**config.mk**
```make
export PLATFORM = sky130hd
export DESIGN_NAME = bitline_rx
export DESIGN_NICKNAME = d
export VERILOG_FILES = /design/src/rtl/bitline_rx.sv
export SDC_FILE = /design/constraint.sdc
export NUM_CORES = 1
export LEC_CHECK = 0
export ABC_AREA = 0
export BUFFER_PORTS_ARGS = -buffer_cell sky130_fd_sc_hd__clkbuf_2
export CORE_UTILIZATION = 58
export CTS_CLUSTER_DIAMETER = 60
export DETAILED_ROUTE_END_ITERATION = 8
export PLACE_DENSITY = 0.8
export RECOVER_POWER = 50
export SLEW_MARGIN = 5
export SYNTH_ARGS = -nofsm -noshare
export SYNTH_HDL_FRONTEND = slang
export SYNTH_SLANG_ARGS = --single-unit
export TNS_END_PERCENT = 50
```
**constraint.sdc**
```tcl
create_clock -name clk -period 4.81 [get_ports clk]
set_input_delay 0.2405 -clock clk [delete_from_list [all_inputs] [get_ports clk]]
set_output_delay 0.2405 -clock clk [all_outputs]
set_load 0.01 [all_outputs]
```
**src/rtl/bitline_rx.sv**
```systemverilog
module bitline_rx #(
  parameter int CW = 9,
  parameter logic [CW-1:0] SL_MIN   = CW'(115),
  parameter logic [CW-1:0] SL_MAX   = CW'(128),
  parameter logic [CW-1:0] SH_MIN   = CW'(20),
  parameter logic [CW-1:0] SH_MAX   = CW'(33),
  parameter logic [CW-1:0] ST_MIN   = CW'(141),
  parameter logic [CW-1:0] ST_MAX   = CW'(154),
  parameter logic [CW-1:0] ONE_MIN  = CW'(13),
  parameter logic [CW-1:0] ONE_MAX  = CW'(26),
  parameter logic [CW-1:0] ZERO_MIN = CW'(43),
  parameter logic [CW-1:0] ZERO_MAX = CW'(56),
  parameter logic [CW-1:0] SAMPLE   = CW'(34),
  parameter logic [CW-1:0] DT_MIN   = CW'(67),
  parameter logic [CW-1:0] END_HIGH = CW'(92),
  parameter logic [CW-1:0] ERR_LOW  = CW'(111)
) (
  input  logic       clk,
  input  logic       rst_n,
  input  logic       line_i,
  output logic [7:0] byte_o,
  output logic       byte_valid_o,
  output logic       eom_o,
  output logic       err_o
);

  localparam logic [CW-1:0] CMAX = '1;

  typedef enum logic [2:0] {S_IDLE, S_SLOW, S_SHIGH, S_DLOW, S_DHIGH} st_t;

  st_t           st;
  logic          line_q, late, eom_q;
  logic [CW-1:0] cnt, low_q;
  logic [3:0]    nbit;
  logic [7:0]    shreg;

  wire           fall     = line_q & ~line_i;
  wire           rise     = ~line_q & line_i;
  wire [CW-1:0]  high_now = cnt - low_q;
  wire           one_ok   = (cnt >= ONE_MIN) && (cnt <= ONE_MAX);
  wire           zero_ok  = (cnt >= ZERO_MIN) && (cnt <= ZERO_MAX);
  wire           bit_val  = ~late;

  assign byte_o = shreg;

  always_ff @(posedge clk or negedge rst_n)
    if (!rst_n) begin
      line_q <= 1'b1;
      cnt    <= '0;
    end else begin
      line_q <= line_i;
      if (fall)
        cnt <= CW'(1);
      else if (cnt != CMAX)
        cnt <= cnt + 1'b1;
    end

  always_ff @(posedge clk or negedge rst_n)
    if (!rst_n) begin
      st           <= S_IDLE;
      low_q        <= '0;
      late         <= 1'b0;
      eom_q        <= 1'b0;
      nbit         <= '0;
      shreg        <= '0;
      byte_valid_o <= 1'b0;
      eom_o        <= 1'b0;
      err_o        <= 1'b0;
    end else begin
      byte_valid_o <= 1'b0;
      eom_o        <= 1'b0;
      err_o        <= 1'b0;
      case (st)
        S_IDLE:
          if (fall) st <= S_SLOW;
        S_SLOW:
          if (rise) begin
            if (cnt >= SL_MIN && cnt <= SL_MAX) begin
              low_q <= cnt;
              st    <= S_SHIGH;
            end else begin
              err_o <= 1'b1;
              st    <= S_IDLE;
            end
          end else if (!line_i && cnt > SL_MAX) begin
            err_o <= 1'b1;
            st    <= S_IDLE;
          end
        S_SHIGH:
          if (fall) begin
            if (cnt >= ST_MIN && cnt <= ST_MAX &&
                high_now >= SH_MIN && high_now <= SH_MAX) begin
              st   <= S_DLOW;
              nbit <= '0;
              late <= 1'b0;
            end else begin
              err_o <= 1'b1;
              st    <= S_IDLE;
            end
          end else if (line_i && high_now > SH_MAX) begin
            err_o <= 1'b1;
            st    <= S_IDLE;
          end
        S_DLOW:
          if (rise) begin
            if (late ? zero_ok : one_ok) begin
              st    <= S_DHIGH;
              low_q <= cnt;
              if (nbit < 4'd8) begin
                shreg <= {shreg[6:0], bit_val};
                nbit  <= nbit + 1'b1;
              end else if (nbit == 4'd8) begin
                eom_q <= bit_val;
                nbit  <= 4'd9;
              end else begin
                byte_valid_o <= 1'b1;
                eom_o        <= eom_q;
                nbit         <= '0;
              end
            end else begin
              err_o <= 1'b1;
              st    <= S_IDLE;
            end
          end else if (!line_i) begin
            if (cnt > ERR_LOW) begin
              err_o <= 1'b1;
              st    <= S_IDLE;
            end else if (cnt == SAMPLE) begin
              late <= 1'b1;
            end
          end
        S_DHIGH:
          if (fall) begin
            if (cnt >= DT_MIN) begin
              st   <= S_DLOW;
              late <= 1'b0;
            end else begin
              err_o <= 1'b1;
              st    <= S_IDLE;
            end
          end else if (line_i && high_now > END_HIGH) begin
            st <= S_IDLE;
            if (nbit != 4'd0) err_o <= 1'b1;
          end
        default: st <= S_IDLE;
      endcase
    end

  a_r9_strobes_exclusive: assert property (@(posedge clk) disable iff (!rst_n)
    !(byte_valid_o && err_o));

  a_r7_eom_with_byte: assert property (@(posedge clk) disable iff (!rst_n)
    eom_o |-> byte_valid_o);

  a_r6_byte_after_rise: assert property (@(posedge clk) disable iff (!rst_n)
    byte_valid_o |-> (line_q && !$past(line_q) && nbit == 4'd0));

  a_r9_error_to_idle: assert property (@(posedge clk) disable iff (!rst_n)
    err_o |-> (st == S_IDLE));

  a_r8_long_low: assert property (@(posedge clk) disable iff (!rst_n)
    (st == S_DLOW && !line_i && cnt > ERR_LOW) |=> err_o);

  a_r6_frame_count: assert property (@(posedge clk) disable iff (!rst_n)
    nbit <= 4'd9);

endmodule

```
==> flow_summary.json <==
{
  "gp_congestion": 0.9162,
  "cp.arrival_ns": 3.36,
  "routed_via_density": 6.300,
  "place_ws_ns": 1.617,
  "post-route-period-util_pct": 66.52,
  "die_w_um": 70.77,
  "rsz0062_at_grt": "false",
  "setup_viol": 0,
  "drive_gt1_share_pct": 11.30,
  "vias": 2224,
  "clk_latency_ns": 0.29,
  "grt_overflow_total": 0,
  "violations": "DRC, capacitance limit, slew limit",
  "cts_setup_buffers": 0,
  "critPathLaunchType": "register",
  "initial_core_util_pct": 61.71,
  "synthCells": 296,
  "synth.distinct_cells": 65,
  "power.density_nw_per_um2": 448.6,
  "r2r_start": "cnt[0]",
  "core_area_sq_um": 4444,
  "fin_crit_ns": 3.200,
  "dr.pass1.iters": 6,
  "clock-root-buffer": "clkbuf_8",
  "layout_commonest_cell": "dfrtp_1",
  "final.setup.worst_slack_ns": 1.610,
  "drt_iter0_markers": 205,
  "tns_ns": 0,
  "irDropWorstVdd_uv": 317.8,
  "finalMaxSlewViolations": 40,
  "cts_tree": "yes",
  "grt_max_degree": 40,
  "drv_cap": 1,
  "crit_type": "register to register",
  "cp-end-kind": "register",
  "relSlewSlack_pct": -39.46,
  "hold_buffers": 0,
  "ys_ff_latch": 39,
  "syn-num-nets": 314,
  "clock.fmax_mhz": 312.5,
  "yosys_warnings": 0,
  "min_to": "line_q",
  "die_area_sq_um": 5008,
  "grt_pass1_vias": 2135,
  "cts.path.max_buffers": 2,
  "avgSynthCellArea_sq_um": 9.266,
  "die_h_um": 70.77,
  "rrSetupSlack_ns": 1.61,
  "dp_hpwl_um": 4128,
  "instances_no_fill": 353,
  "antenna_found_initial": 0,
  "synth_edf_count": 0,
  "synth_area_sq_um": 2743,
  "n_antenna_cell": 0,
  "synth-main-ff-cell": "dfrtp_1",
  "cp.required_ns": 4.97,
  "routedWlPerCell_um": 16.30,
  "postRouteWirelength_um": 5753,
  "final_cell_mix": "dfrtp_1 (38), nor2_1 (23), inv_1 (20)",
  "drc_errors": 2,
  "pin_count": 14,
  "skew_ns": 0.006983,
  "yosysSeqAreaShare_pct": 35.63,
  "rows": 24,
  "final_nets": 318,
  "area_delta_synth_final_pct": 5.976,
  "grt_pass1_wl_um": 10140,
  "tightest_slew_ns": 2.092,
  "clock_sinks": 39,
  "holdPathStages": 1,
  "cts_buffers": 5,
  "path_clk_slew_ns": 0.08,
  "path_max_fanout": 14,
  "final_antenna_net_count": 0,
  "hold_class": "input pin to register",
  "async_reset_ff_share_pct": 100.0,
  "placedCellCount": 345,
  "hold_viol": 0,
  "grt_use_total_pct": 25.92,
  "htree_levels": 2,
  "leakagePower_uw": 0.001308,
  "ctsResizeCount": 0,
  "io_buffers": 13,
  "hp-start": "line_i",
  "reg2regPathDepth": 11,
  "r2r_end": "late",
  "outcome": "finished with violations"
}
per-layer routing:
metal	wire length, um	vias to the layer above	GRT usage [%]
met2	2691	60	40.17
met1	2726	1071	36.36
met3	274	4	4.558
met5	0	-	0
li1	-	1089	-
met4	61	0	10.22
critical path: stages, from the launching register on:
cell and delay [ns]:
dfrtp_1 0.54, inv_1 0.20, ha_1 0.18, inv_1 0.05
fa_1 0.41, a211oi_2 0.24, o31ai_1 0.16, a311oi_1 0.31
o211ai_1 0.23, nand4b_4 0.25, o311ai_0 0.36, o21ai_0 0.14
cell families after synthesis:
logic type	count (synthesis)	synth area share, %
compound gates	82	21.94
xor+xnor	11	3.513
fa+ha+maj	15	7.117
buf+inv	36	6.067
flops	39	35.63
mux	12	4.745
simple gates	101	20.99
power breakdown:
part | switching, uW | internal, uW | total [uW]
sequential | 84.2 | 366 | 450
clock | 114 | 207 | 321
combinational | 302 | 230 | 532
total | 500 | 804 | 1300
worst max path at each step:
stage,cells after the start,slack (ns),startpoint,to
floorplan,12,1.98,cnt[0],late
global placement,11,1.83,cnt[0],late
detailed placement,11,1.62,cnt[0],late
CTS,11,1.61,cnt[0],late
global route,11,1.30,cnt[0],late
finish,11,1.61,cnt[0],late
state kept, by name, indices dropped and copies added, names as in the netlist:
| signal | count |
|---|---|
| byte_o | 8 |
| byte_valid_o | 1 |
| cnt | 9 |
| eom_o | 1 |
| eom_q | 1 |
| err_o | 1 |
| late | 1 |
| line_q | 1 |
| low_q | 9 |
| nbit | 4 |
| st | 3 |
metrics by stage:
| step | instance area (sq um) | power, uW | utilization (%) | hold slack, ns |
|---|---|---|---|---|
| after floorplan | 2743 | 873.9 | - | -0.05509 |
| after global placement | 2781 | 970.1 | 62.58 | 0.4326 |
| after detailed placement | 2781 | 980.0 | 62.58 | 0.4379 |
| after CTS | 2914 | 1310 | 65.57 | 0.1211 |
| after global routing | 2907 | 1401 | 65.40 | 0.3307 |
| final | 2907 | 1304 | 65.40 | 0.3213 |
layout make-up:
| cell class | count | area [sq um] |
|---|---|---|
| Inverter | 20 | 75.07 |
| Fill cell | 368 | 1538 |
| Timing Repair Buffer | 13 | 57.56 |
| Clock inverter | 2 | 60.06 |
| Multi-Input combinational cell | 221 | 1599 |
| Sequential cell | 39 | 977.2 |
| Clock buffer | 6 | 72.57 |
| Tap cell | 52 | 65.06 |
cell usage after synthesis (all sizes together), types with 3 or more instances:
library cell  number  area (sq um)
nor2b              5         31.28
mux2i              4         40.04
buf               10         68.81
a211oi             5         42.54
nor3b              3         27.52
nand2             18         67.56
clkbuf             6         22.52
a211o              6         53.80
a31oi              3         18.77
o221ai             3         26.28
o31ai              5         37.54
nand2b            12         75.07
a21o               6         46.30
o21ai             16         80.07
ha                14         175.2
nand4              5         31.28
inv               20         75.07
nand3              8         40.04
o211ai             3         22.52
a21oi             11         66.32
or2                3         18.77
nor3               8         45.04
mux2               8         90.09
o21a               4         30.03
or3                3         18.77
nor2              24         106.4
xor2               7         61.31
xnor2              4         35.03
dfrtp             38         950.9
Note: power is estimated with default switching activity, not from simulation.
